`src/rtl/imp_cal_pkg.sv`:
```
package imp_cal_pkg;

    localparam int VREF_W   = 8;
    localparam int NUM_LEGS = 3;

    typedef enum logic [1:0] {
        LEG_PU_DRV = 2'd0,
        LEG_PD_DRV = 2'd1,
        LEG_PD_ODT = 2'd2
    } leg_e;

    // Reference-voltage select for a leg under a termination mode.
    function automatic logic [VREF_W-1:0] vref_code(leg_e leg, logic term_on);
        case (leg)
            LEG_PU_DRV: return term_on ? 8'h3A : 8'h37;
            LEG_PD_DRV: return 8'h33;
            LEG_PD_ODT: return term_on ? 8'h3A : 8'h37;
            default:    return '0;
        endcase
    endfunction

    // Comparator level that counts as a pass on a leg.
    function automatic logic pass_level(leg_e leg);
        return (leg == LEG_PU_DRV);
    endfunction

    function automatic leg_e next_leg(leg_e leg);
        case (leg)
            LEG_PU_DRV: return LEG_PD_DRV;
            default:    return LEG_PD_ODT;
        endcase
    endfunction

endpackage

```
`src/rtl/imp_cal_sync.sv`:
```
module imp_cal_sync #(
    parameter int STAGES = 2
) (
    input  logic clk,
    input  logic rst,
    input  logic d,
    output logic q
);
    // STAGES must be 2 or more.
    logic [STAGES-1:0] chain;

    always_ff @(posedge clk) begin
        if (rst) chain <= '0;
        else     chain <= {chain[STAGES-2:0], d};
    end

    assign q = chain[STAGES-1];
endmodule

```
`src/rtl/imp_cal_timer.sv`:
```
module imp_cal_timer #(
    parameter int SETTLE_CYC = 100
) (
    input  logic clk,
    input  logic rst,
    input  logic active,
    output logic tick
);
    localparam int CNT_W = $clog2(SETTLE_CYC + 1);
    localparam logic [CNT_W-1:0] CNT_LAST = CNT_W'(SETTLE_CYC - 1);

    logic [CNT_W-1:0] cnt;

    always_ff @(posedge clk) begin
        if (rst || !active)       cnt <= '0;
        else if (cnt == CNT_LAST) cnt <= '0;
        else                      cnt <= cnt + 1'b1;
    end

    assign tick = active && (cnt == CNT_LAST);

    AST_TICK_SPACING: assert property (@(posedge clk) disable iff (rst)
        tick |=> !tick || (SETTLE_CYC == 1)) else $error("tick spacing");
endmodule

```
`src/rtl/imp_cal_ctrl.sv`:
```
module imp_cal_ctrl
    import imp_cal_pkg::*;
#(
    parameter int CODE_W = 5
) (
    input  logic                             clk,
    input  logic                             rst,
    input  logic                             start,
    input  logic                             term_on,
    input  logic                             tick,
    input  logic                             cmp_s,
    output logic                             running,
    output leg_e                             leg,
    output logic [CODE_W-1:0]                code,
    output logic                             term_q,
    output logic [NUM_LEGS-1:0][CODE_W-1:0]  res_q,
    output logic [NUM_LEGS-1:0]              fail_q,
    output logic                             done
);
    localparam logic [CODE_W-1:0] CODE_LAST = '1;

    logic sample_pass;
    logic leg_over;

    always_comb begin
        sample_pass = (cmp_s == pass_level(leg));
        leg_over    = sample_pass || (code == CODE_LAST);
    end

    always_ff @(posedge clk) begin
        if (rst) begin
            running <= 1'b0;
            leg     <= LEG_PU_DRV;
            code    <= '0;
            term_q  <= 1'b0;
            res_q   <= '0;
            fail_q  <= '0;
            done    <= 1'b0;
        end else begin
            done <= 1'b0;
            if (!running) begin
                if (start) begin
                    running <= 1'b1;
                    leg     <= LEG_PU_DRV;
                    code    <= '0;
                    term_q  <= term_on;
                    res_q   <= '0;
                    fail_q  <= '0;
                end
            end else if (tick) begin
                if (leg_over) begin
                    res_q[leg] <= code;
                    if (!sample_pass) fail_q[leg] <= 1'b1;
                    code <= '0;
                    if (leg == LEG_PD_ODT) begin
                        running <= 1'b0;
                        done    <= 1'b1;
                    end else begin
                        leg <= next_leg(leg);
                    end
                end else begin
                    code <= code + 1'b1;
                end
            end
        end
    end

    AST_CODE_STEP: assert property (@(posedge clk) disable iff (rst)
        (running && $past(running) && leg == $past(leg) && code != $past(code))
        |-> code == CODE_W'($past(code) + 1'b1)) else $error("code step");

    AST_DONE_PULSE: assert property (@(posedge clk) disable iff (rst)
        done |=> !done) else $error("done width");

    AST_IDLE_HOLD: assert property (@(posedge clk) disable iff (rst)
        (!running && !start) |=> ($stable(res_q) && $stable(fail_q))) else $error("idle hold");

    AST_BUSY_START: assert property (@(posedge clk) disable iff (rst)
        (running && !tick) |=> ($stable(leg) && $stable(code) && $stable(term_q))) else $error("busy start");

    for (genvar g = 0; g < NUM_LEGS; g++) begin : g_fail_chk
        AST_FAIL_CLAMP: assert property (@(posedge clk) disable iff (rst)
            $rose(fail_q[g]) |-> res_q[g] == CODE_LAST) else $error("fail clamp");
    end
endmodule

```
`src/rtl/imp_cal_seq.sv`:
```
module imp_cal_seq
    import imp_cal_pkg::*;
#(
    parameter int CODE_W      = 5,
    parameter int SETTLE_CYC  = 100,
    parameter int SYNC_STAGES = 2
) (
    input  logic              clk,
    input  logic              rst,
    input  logic              start,
    input  logic              term_on,
    input  logic              cmp_in,
    output logic [CODE_W-1:0] drv_p_code,
    output logic [CODE_W-1:0] drv_n_code,
    output logic              en_p,
    output logic              en_n,
    output logic [7:0]        vref_sel,
    output logic [CODE_W-1:0] res_pu_drv,
    output logic [CODE_W-1:0] res_pd_drv,
    output logic [CODE_W-1:0] res_pu_odt,
    output logic [CODE_W-1:0] res_pd_odt,
    output logic [2:0]        fail,
    output logic              done
);
    logic                            cmp_s;
    logic                            tick;
    logic                            running;
    leg_e                            leg;
    logic [CODE_W-1:0]               code;
    logic                            term_q;
    logic [NUM_LEGS-1:0][CODE_W-1:0] res_q;
    logic [NUM_LEGS-1:0]             fail_q;

    imp_cal_sync #(.STAGES(SYNC_STAGES)) u_sync (
        .clk (clk), .rst (rst), .d (cmp_in), .q (cmp_s)
    );

    imp_cal_timer #(.SETTLE_CYC(SETTLE_CYC)) u_timer (
        .clk (clk), .rst (rst), .active (running), .tick (tick)
    );

    imp_cal_ctrl #(.CODE_W(CODE_W)) u_ctrl (
        .clk     (clk),
        .rst     (rst),
        .start   (start),
        .term_on (term_on),
        .tick    (tick),
        .cmp_s   (cmp_s),
        .running (running),
        .leg     (leg),
        .code    (code),
        .term_q  (term_q),
        .res_q   (res_q),
        .fail_q  (fail_q),
        .done    (done)
    );

    always_comb begin
        en_p       = running && (leg == LEG_PU_DRV);
        en_n       = running && (leg == LEG_PD_ODT);
        drv_p_code = en_p ? code : res_q[LEG_PU_DRV];
        drv_n_code = (running && leg != LEG_PU_DRV) ? code : '0;
        vref_sel   = running ? vref_code(leg, term_q) : '0;
        res_pu_drv = res_q[LEG_PU_DRV];
        res_pd_drv = res_q[LEG_PD_DRV];
        res_pd_odt = res_q[LEG_PD_ODT];
        res_pu_odt = '0;
        fail       = fail_q;
    end

    AST_ENABLE_EXCL: assert property (@(posedge clk) disable iff (rst)
        !(en_p && en_n)) else $error("both enables");

    AST_PU_HELD: assert property (@(posedge clk) disable iff (rst)
        (running && !en_p) |-> drv_p_code == res_pu_drv) else $error("pu code held");
endmodule

```
`config.mk`:
```
export PLATFORM = sky130hd
export DESIGN_NAME = imp_cal_seq
export DESIGN_NICKNAME = d
export VERILOG_FILES = /design/src/rtl/imp_cal_pkg.sv /design/src/rtl/imp_cal_sync.sv /design/src/rtl/imp_cal_timer.sv /design/src/rtl/imp_cal_ctrl.sv /design/src/rtl/imp_cal_seq.sv
export SDC_FILE = /design/constraint.sdc
export NUM_CORES = 1
export LEC_CHECK = 0
export ABC_CLOCK_PERIOD_IN_PS = 2900
export BUFFER_PORTS_ARGS = -buffer_cell sky130_fd_sc_hd__buf_4
export CAP_MARGIN = 20
export CORE_ASPECT_RATIO = 1.75
export CORE_UTILIZATION = 50
export DETAILED_ROUTE_END_ITERATION = 10
export GPL_TIMING_DRIVEN = 0
export PLACE_DENSITY = 0.77
export SLEW_MARGIN = 20
export SYNTH_ARGS = -nofsm -noshare
export SYNTH_HDL_FRONTEND = slang
export SYNTH_SLANG_ARGS = --single-unit
```
`constraint.sdc`:
```
create_clock -name clk -period 2.9 [get_ports clk]
set_input_delay 0.145 -clock clk [delete_from_list [all_inputs] [get_ports clk]]
set_output_delay 0.145 -clock clk [all_outputs]
set_load 0.01 [all_outputs]
```
==> PnR_summary.wiki, run 1 <==
{| class="wikitable"
! Metric !! Value
|-
| Result of the run || completed
|-
| WP buf/inv || 0
|-
| Distinct cell type count of the synthesized netlist || 43
|-
| Library cell appearing most often on the critical path || sky130_fd_sc_hd__ha_1
|-
| Netlist area before placement || 1850 µm²
|-
| Source of the worst register-to-register timing path || u_ctrl.code[0]
|-
| Worst-case register-to-register setup slack || 0.34 ns
|-
| CP max stage cell || sky130_fd_sc_hd__nor4b_4
|-
| Seq cells post-synth || 37
|-
| FF-to-FF End || u_ctrl.res_q[5]
|-
| Static Leak || 0.966 nW
|-
| Overall routed net length || 4060 µm
|-
| Source of the critical timing path || u_ctrl.code[0]
|-
| CTS tree || built
|-
| Vertical die dimension || 82.5 µm
|-
| Cts repair resizes || 0
|-
| Core area || 3470 µm²
|-
| Endpoint of the most critical setup path || u_ctrl.res_q[5]
|-
| Number of synthesized flops with an enable pin || 0
|-
| Worst setup timing slack at the placement stage || 0.427 ns
|-
| Final non-filler cell area || 2360 µm²
|-
| Time the worst path needs with I/O delays and setup || 2.56 ns
|-
| GRT Resource Usage Total || 22.6%
|-
| Final setup violation count || 0
|-
| Number of remaining DRC errors || 0
|-
| Number of antenna violations at the first check in global routing || 0
|-
| Initial Utilization || 53.3%
|-
| Share of the yosys chip area belonging to registers || 40.1%
|-
| Worst hold-check slack || 0.0612 ns
|-
| Arr. time, crit path || 2.77 ns
|-
| Hold Path Depth || 2
|-
| Cell family with most CP delay || simple AND/OR/NAND/NOR gates
|-
| Final core utilization || 67.9%
|-
| RSZ-0062 raised after global routing || false
|-
| Count of synthesis-stage warnings from yosys || 0
|-
| Final Power || 1.06 mW
|-
| Worst min path class || in2reg
|-
| Num CTS Buffers || 5
|-
| Total met3 wirelength after detailed routing || 188 µm
|-
| Syn avg cell area || 9.07 µm²
|-
| Number of cells after detailed placement || 296
|-
| Share of async-settable or async-resettable flops after synthesis || 0%
|-
| Wire length of the first global-routing pass || 6380 µm
|-
| Fin cells || 304
|-
| Post-place instance area || 2240 µm²
|-
| Most common library cell in the layout ignoring fill and taps || sky130_fd_sc_hd__buf_4
|-
| Pin count of the biggest net entering global routing || 13
|-
| Root Driver || sky130_fd_sc_hd__clkbuf_8
|-
| Count of vias placed by the detailed router || 1599
|-
| Number of optimization iterations in the first detailed-route pass || 6
|-
| Clock Sink Count || 37
|-
| WL met1 || 1630 µm
|-
| Clock network latency to the later pin of the worst-skew pair || 0.29 ns
|-
| Ratio of final minimum period to clock period || 88.4%
|-
| Critical Path Stages || 7
|-
| Hold Vio Cnt, Final || 0
|-
| Largest stage delay, worst path || 0.53 ns
|-
| Proportion of netlist area held by the largest area contributor || 40.1%
|-
| Violation count after the first detailed-routing iteration || 31
|-
| Floorplan die width || 48.0 µm
|-
| Relative slew slack || 57.2%
|-
| Leading post-synthesis cells by cell area || sky130_fd_sc_hd__dfxtp_1 (40%), sky130_fd_sc_hd__mux2i_1 (6.0%), sky130_fd_sc_hd__nand2_1 (4.7%)
|-
| Max-slew violations || 0
|-
| Setup slack of the critical path after layout || 0.336 ns
|-
| Number of global-route vias before repair || 1428
|-
| Commonest register cell after synthesis || sky130_fd_sc_hd__dfxtp_1
|-
| Top layer used by detailed routing || met4
|-
| Critical Setup Path Class || reg2reg
|-
| # nets final || 266
|-
| Achievable frequency || 390 MHz
|-
| Critical path endpoint category || register
|-
| DR WL/cell || 13.3 µm
|-
| Met2 Wirelength || 2160 µm
|-
| Number of buffers added on ports || 41
|-
| RePlAce Congestion || 0.805
|-
| Startpoint kind of the worst setup timing path || register
|-
| Instance count of the mapped netlist || 204
|-
| Footprint of the multi-input gates || 976 µm²
|-
| H-tree levels || 2
|-
| Number of top-level pins || 49
|-
| Clk_skew || 0.00399 ns
|-
| Dominant cell type by area after synthesis || sky130_fd_sc_hd__dfxtp_1
|-
| Most used cells in the layout excluding fill and tap cells || sky130_fd_sc_hd__buf_4 (50), sky130_fd_sc_hd__dfxtp_1 (37), sky130_fd_sc_hd__nand2_1 (23)
|-
| Residual overflow from global routing || 0
|-
| Die outline area || 3960 µm²
|-
| Worst VDD drop || 0.416 mV
|-
| Area added between synthesis and finish || 27.4%
|-
| R2R cell count || 7
|-
| Post-Route Setup TNS || 0 ns
|-
| Row count || 28
|-
| CTS max path bufs || 2
|-
| Share of layout cells above drive strength 1 || 27.4%
|-
| Post-CTS Repair Setup Buffers || 0
|-
| WP data required || 3.11 ns
|-
| Storage element area || 741 µm²
|-
| Number of max-cap violations || 0
|-
| Cell-by-cell listing of the critical path || ha_1 > and3_1 > ha_1 > nor2b_1 > a2111oi_4 > nor4b_4 > mux2i_1
|-
| Hold-fix buffers at CTS || 0
|-
| Count of inserted antenna diode cells || 0
|-
| Filler cells || 303
|-
| Clock transition at the registers of the reported paths || 0.08 ns
|-
| Pwr/cell area || 450 nW/µm²
|-
| Peak fanout along the critical path || 7
|-
| Number of vias per cell after detailed routing || 5.26
|-
| Post-DP HPWL || 2940 µm
|-
| Least-Margin Pin Slew || 0.640 ns
|-
| Post-DRT Antenna Nets || 0
|}
[report_power, final]
part | switching (mW) | leakage, nW | internal (mW) | total [mW]
Sequential | 0.00314 | 0.299 | 0.513 | 0.516
Combinational | 0.0417 | 0.610 | 0.0330 | 0.0747
Clock | 0.191 | 0.0574 | 0.280 | 0.471
[cell usage after synthesis, types with 4 or more instances]
library cell                n
sky130_fd_sc_hd__a21oi_1    8
sky130_fd_sc_hd__and2_1     4
sky130_fd_sc_hd__and3_1     7
sky130_fd_sc_hd__buf_4      9
sky130_fd_sc_hd__clkbuf_1   4
sky130_fd_sc_hd__dfxtp_1   37
sky130_fd_sc_hd__inv_1      8
sky130_fd_sc_hd__mux2_2     5
sky130_fd_sc_hd__mux2i_1   11
sky130_fd_sc_hd__nand2_1   23
sky130_fd_sc_hd__nand2b_1   7
sky130_fd_sc_hd__nand3b_1   6
sky130_fd_sc_hd__nor2_1    18
sky130_fd_sc_hd__nor2b_1    7
sky130_fd_sc_hd__o21a_1     5
sky130_fd_sc_hd__o221ai_1   5
[cell families (layout without fill, tap and decap cells)]
logic type,after synthesis,in the layout,synth area share [%]
simple gates,85,85,25.0
fa+ha+maj,3,3,2.03
compound gates,31,31,12.9
other cells,1,7,0.203
mux,16,16,9.00
buf+inv,26,75,8.39
xor+xnor,5,5,2.37
flops,37,37,40.1
[how the worst min path moves through the flow]
stage                     startpoint              end  slack [ns]
after detailed placement      cmp_in  u_sync.chain[0]        0.36
after floorplan               cmp_in  u_sync.chain[0]        0.27
after global placement        cmp_in  u_sync.chain[0]        0.36
final                         cmp_in  u_sync.chain[0]        0.06
after global routing          cmp_in  u_sync.chain[0]        0.11
after CTS                     cmp_in  u_sync.chain[0]        0.06
[layout make-up]
type,count,area share [%]
multi-input cells,147,41.4
flip-flops and latches,37,31.4
repair buffers,41,13.1
plain buffers,17,5.15
clock buffers,6,3.51
well taps,45,2.39
clock inverters,2,1.59
inverters,9,1.43
[registers in the layout (all words and copies together), names as in the netlist]
name / cells
u_ctrl.code: 5
u_timer.cnt: 7
u_ctrl.running: 1
u_ctrl.done: 1
u_sync.chain: 2
u_ctrl.res_q: 15
u_ctrl.term_q: 1
u_ctrl.fail_q: 3
u_ctrl.leg: 2
[metal layers]
| layer | vias to the layer above | GRT usage, % |
|---|---|---|
| met4 | 0 | 10.8 |
| met3 | 8 | 5.87 |
| li1 | 796 | - |
| met5 | - | 0 |
| met1 | 748 | 25.1 |
| met2 | 47 | 38.1 |
[worst register-to-register path, cell delays in order (launching register included)]
cell and delay (ns):
sky130_fd_sc_hd__dfxtp_1 0.51, sky130_fd_sc_hd__ha_1 0.24, sky130_fd_sc_hd__and3_1 0.16, sky130_fd_sc_hd__ha_1 0.21, sky130_fd_sc_hd__nor2b_1 0.09, sky130_fd_sc_hd__a2111oi_4 0.45, sky130_fd_sc_hd__nor4b_4 0.53, sky130_fd_sc_hd__mux2i_1 0.30
Power figures use the tool's default switching activity.
==> run 2: changes to the inputs <==
ABC_AREA = 1   (was unset)
MAX_ROUTING_LAYER = met4   (was unset)
PLACE_DENSITY = 0.78   (was 0.77)
==> run 2 against run 1 <==
Compared with the run above:
- synthesized area shrank 3.1%
- die area shrank 3.0%
- clock-buffer cell count is the same
- highest routed layer unchanged
==> PnR_summary.wiki, run 2 <==
{| class="wikitable"
! Metric !! Value
|-
| Final core utilization || 67.4%
|-
| Clock power share || 41.3%
|-
| Gate power share || 11.8%
|-
| Sequential share of power || 46.9%
|-
| GRT Resource Usage Total || 24.0%
|-
| Number of top-level pins || 49
|-
| Clk_skew || 0.00515 ns
|-
| Worst setup timing slack at the placement stage || 1.21 ns
|-
| Cts repair resizes || 0
|-
| Worst-case register-to-register setup slack || 1.20 ns
|-
| Critical Setup Path Class || reg2out
|-
| Root Driver || sky130_fd_sc_hd__clkbuf_8
|-
| Commonest cells post-synth || sky130_fd_sc_hd__nand2_1 (43), sky130_fd_sc_hd__dfxtp_1 (37), sky130_fd_sc_hd__nand3_1 (24)
|-
| Number of synthesized flops with an enable pin || 0
|-
| Violation count after the first detailed-routing iteration || 59
|-
| Switching fraction of total power || 24.6%
|-
| Post-DRT Antenna Nets || 0
|-
| WHS Endpoint || u_sync.chain[0]
|-
| Number of vias per cell after detailed routing || 4.96
|-
| Share of async-settable or async-resettable flops after synthesis || 0%
|-
| Clock transition at the registers of the reported paths || 0.07 ns
|-
| Post-place instance area || 2170 µm²
|-
| WP data required || 2.76 ns
|-
| Number of optimization iterations in the first detailed-route pass || 4
|-
| Count of synthesis-stage warnings from yosys || 0
|-
| Most common library cell in the layout ignoring fill and taps || sky130_fd_sc_hd__buf_4
|-
| Final non-filler cell area || 2290 µm²
|-
| Number of cells after detailed placement || 326
|-
| Hold-fix buffers at CTS || 0
|-
| Fin cells || 334
|-
| Storage element area || 741 µm²
|-
| Footprint of the multi-input gates || 888 µm²
|-
| Hold Vio Cnt, Final || 0
|-
| RSZ-0062 raised after global routing || false
|-
| NetSw || 275 µW
|-
| CP max stage cell || sky130_fd_sc_hd__mux2_2
|-
| HP Start || cmp_in
|-
| Least-Margin Pin Slew || 0.647 ns
|-
| Clock network latency to the later pin of the worst-skew pair || 0.29 ns
|-
| Worst hold-check slack || 0.0741 ns
|-
| Instance count of the mapped netlist || 235
|-
| Final Power || 1.12 mW
|-
| Setup slack of the critical path after layout || 0.932 ns
|-
| Area added between synthesis and finish || 27.9%
|-
| Core area || 3400 µm²
|-
| R2R cell count || 10
|-
| Overall routed net length || 3890 µm
|-
| Worst VDD drop || 0.483 mV
|-
| DR WL/cell || 11.6 µm
|-
| Row count || 28
|-
| Clock Sink Count || 37
|-
| Number of antenna violations at the first check in global routing || 0
|-
| FF-to-FF End || u_ctrl.res_q[2]
|-
| Commonest register cell after synthesis || sky130_fd_sc_hd__dfxtp_1
|-
| Share of layout cells above drive strength 1 || 28.4%
|-
| Post-CTS Repair Setup Buffers || 0
|-
| Initial Utilization || 52.7%
|-
| Proportion of netlist area held by the largest area contributor || 41.3%
|-
| WP buf/inv || 2
|-
| # nets final || 296
|-
| Syn avg cell area || 7.62 µm²
|-
| Leading post-synthesis cells by cell area || sky130_fd_sc_hd__dfxtp_1 (41%), sky130_fd_sc_hd__nand2_1 (9.0%), sky130_fd_sc_hd__nand3_1 (6.7%)
|-
| Seq cells post-synth || 37
|-
| Most used cells in the layout excluding fill and tap cells || sky130_fd_sc_hd__buf_4 (49), sky130_fd_sc_hd__nand2_1 (43), sky130_fd_sc_hd__dfxtp_1 (37)
|-
| Result of the run || completed
|-
| Relative slew slack || 56.5%
|-
| Achievable frequency || 508 MHz
|-
| Post-Route Setup TNS || 0 ns
|-
| Startpoint kind of the worst setup timing path || register
|-
| Largest Register || u_ctrl.res_q
|-
| Dominant cell type by area after synthesis || sky130_fd_sc_hd__dfxtp_1
|-
| Flip-flop count of the largest register after layout || 15
|-
| Number of remaining DRC errors || 0
|-
| Cell family with most CP delay || simple AND/OR/NAND/NOR gates
|-
| CTS tree || built
|-
| Floorplan die width || 47.3 µm
|-
| Number of global-route vias before repair || 1511
|-
| Vertical die dimension || 81.2 µm
|-
| Count of vias placed by the detailed router || 1657
|-
| Share of the yosys chip area belonging to registers || 41.3%
|-
| Largest regs || u_ctrl.res_q (15), u_timer.cnt (7), u_ctrl.code (5)
|-
| Post-DP HPWL || 3010 µm
|-
| Peak fanout along the critical path || 10
|-
| Time the worst path needs with I/O delays and setup || 1.97 ns
|-
| Source of the worst register-to-register timing path || u_timer.cnt[0]
|-
| H-tree levels || 2
|-
| Wire length of the first global-routing pass || 6350 µm
|-
| Critical path endpoint category || output pin
|-
| Number of buffers added on ports || 40
|-
| CTS max path bufs || 2
|-
| Largest stage delay, worst path || 0.40 ns
|-
| Most numerous cell in the Yosys netlist || sky130_fd_sc_hd__nand2_1
|-
| Static Leak || 0.985 nW
|-
| Final setup violation count || 0
|-
| Max-slew violations || 0
|-
| Ratio of final minimum period to clock period || 67.9%
|-
| Die outline area || 3840 µm²
|-
| RePlAce Congestion || 0.940
|-
| Distinct cell type count of the synthesized netlist || 30
|-
| Pwr/cell area || 488 nW/µm²
|-
| Residual overflow from global routing || 0
|-
| Design internal power || 844 µW
|-
| Worst min path class || in2reg
|-
| Arr. time, crit path || 1.82 ns
|-
| Number of max-cap violations || 0
|-
| Pin count of the biggest net entering global routing || 13
|-
| Hold Path Depth || 3
|-
| Netlist area before placement || 1790 µm²
|-
| Filler cells || 304
|-
| Num CTS Buffers || 5
|-
| Cell-by-cell listing of the critical path || buf_2 > nand2_1 > nor2_2 > mux2_2 > buf_4
|-
| Count of inserted antenna diode cells || 0
|}
## run 2: cell count changes in the layout (fill, tap and decap cells not counted), sizes merged, moves of 7 or more
cell / previous run / this run
a21oi: 8 / 23
inv: 9 / 26
mux2i: 11 / 0
nand2: 23 / 49
nand2b: 7 / 0
nand3: 2 / 25
nor2: 18 / 32
nor2b: 7 / 0
## run 2: area by class of cell
| class | instances | share of cell area [%] |
|---|---|---|
| inverter | 27 | 4.42 |
| multi-input combinational | 164 | 38.8 |
| tap | 45 | 2.46 |
| timing repair buffer | 40 | 13.1 |
| buffer | 13 | 3.66 |
| clock buffer | 6 | 3.60 |
| clock inverter | 2 | 1.64 |
| sequential | 37 | 32.3 |
## run 2: routing by layer
metal / GRT usage [%] / part of all wire (%) / vias up
met5: - / 0 / -
met4: 17.1 / 5.0 / 0
met3: 4.00 / 3.7 / 18
met2: 38.9 / 53 / 53
met1: 24.6 / 38 / 734
li1: - / - / 852
## run 2: worst max-delay path by stage
stage,startpoint,end,slack (ns),cells past startpoint
after global routing,u_ctrl.running,drv_p_code[2],0.82,5
after global placement,u_timer.cnt[0],u_ctrl.res_q[2],1.24,10
after floorplan,u_timer.cnt[0],u_ctrl.res_q[0],1.38,10
after CTS,u_ctrl.running,drv_p_code[0],0.93,5
final,u_ctrl.running,drv_p_code[2],0.93,5
after detailed placement,u_timer.cnt[0],u_ctrl.res_q[2],1.21,10
## run 2: kinds of logic after synthesis
group,share of synthesized area (%)
XOR/XNOR,1.47
adder cells (fa/ha/maj),2.10
flip-flops,41.3
AO/OA/AOI/OAI,9.15
buffers and inverters,10.3
other,0.209
multiplexers,2.51
AND/OR/NAND/NOR,32.9
## run 2: power groups by stage
| stage | clock (mW) | combinational [mW] | sequential, mW |
|---|---|---|---|
| after floorplan | 0 | 0.0923 | 0.536 |
| after global placement | 0 | 0.131 | 0.536 |
| after detailed placement | 0 | 0.132 | 0.537 |
| after CTS | 0.465 | 0.133 | 0.525 |
| after global routing | 0.485 | 0.147 | 0.526 |
| final | 0.462 | 0.132 | 0.525 |
## run 2: worst reg2reg max path, cell delays in order (launching register included)
cell and delay (ns):
sky130_fd_sc_hd__dfxtp_1 0.38, sky130_fd_sc_hd__ha_1 0.25, sky130_fd_sc_hd__inv_2 0.05, sky130_fd_sc_hd__nor2_2 0.11, sky130_fd_sc_hd__nand3_2 0.11, sky130_fd_sc_hd__nor2_2 0.22
sky130_fd_sc_hd__nand2_8 0.14, sky130_fd_sc_hd__nand2_4 0.13, sky130_fd_sc_hd__nand2_4 0.08, sky130_fd_sc_hd__nand3_1 0.10, sky130_fd_sc_hd__nand2_1 0.05
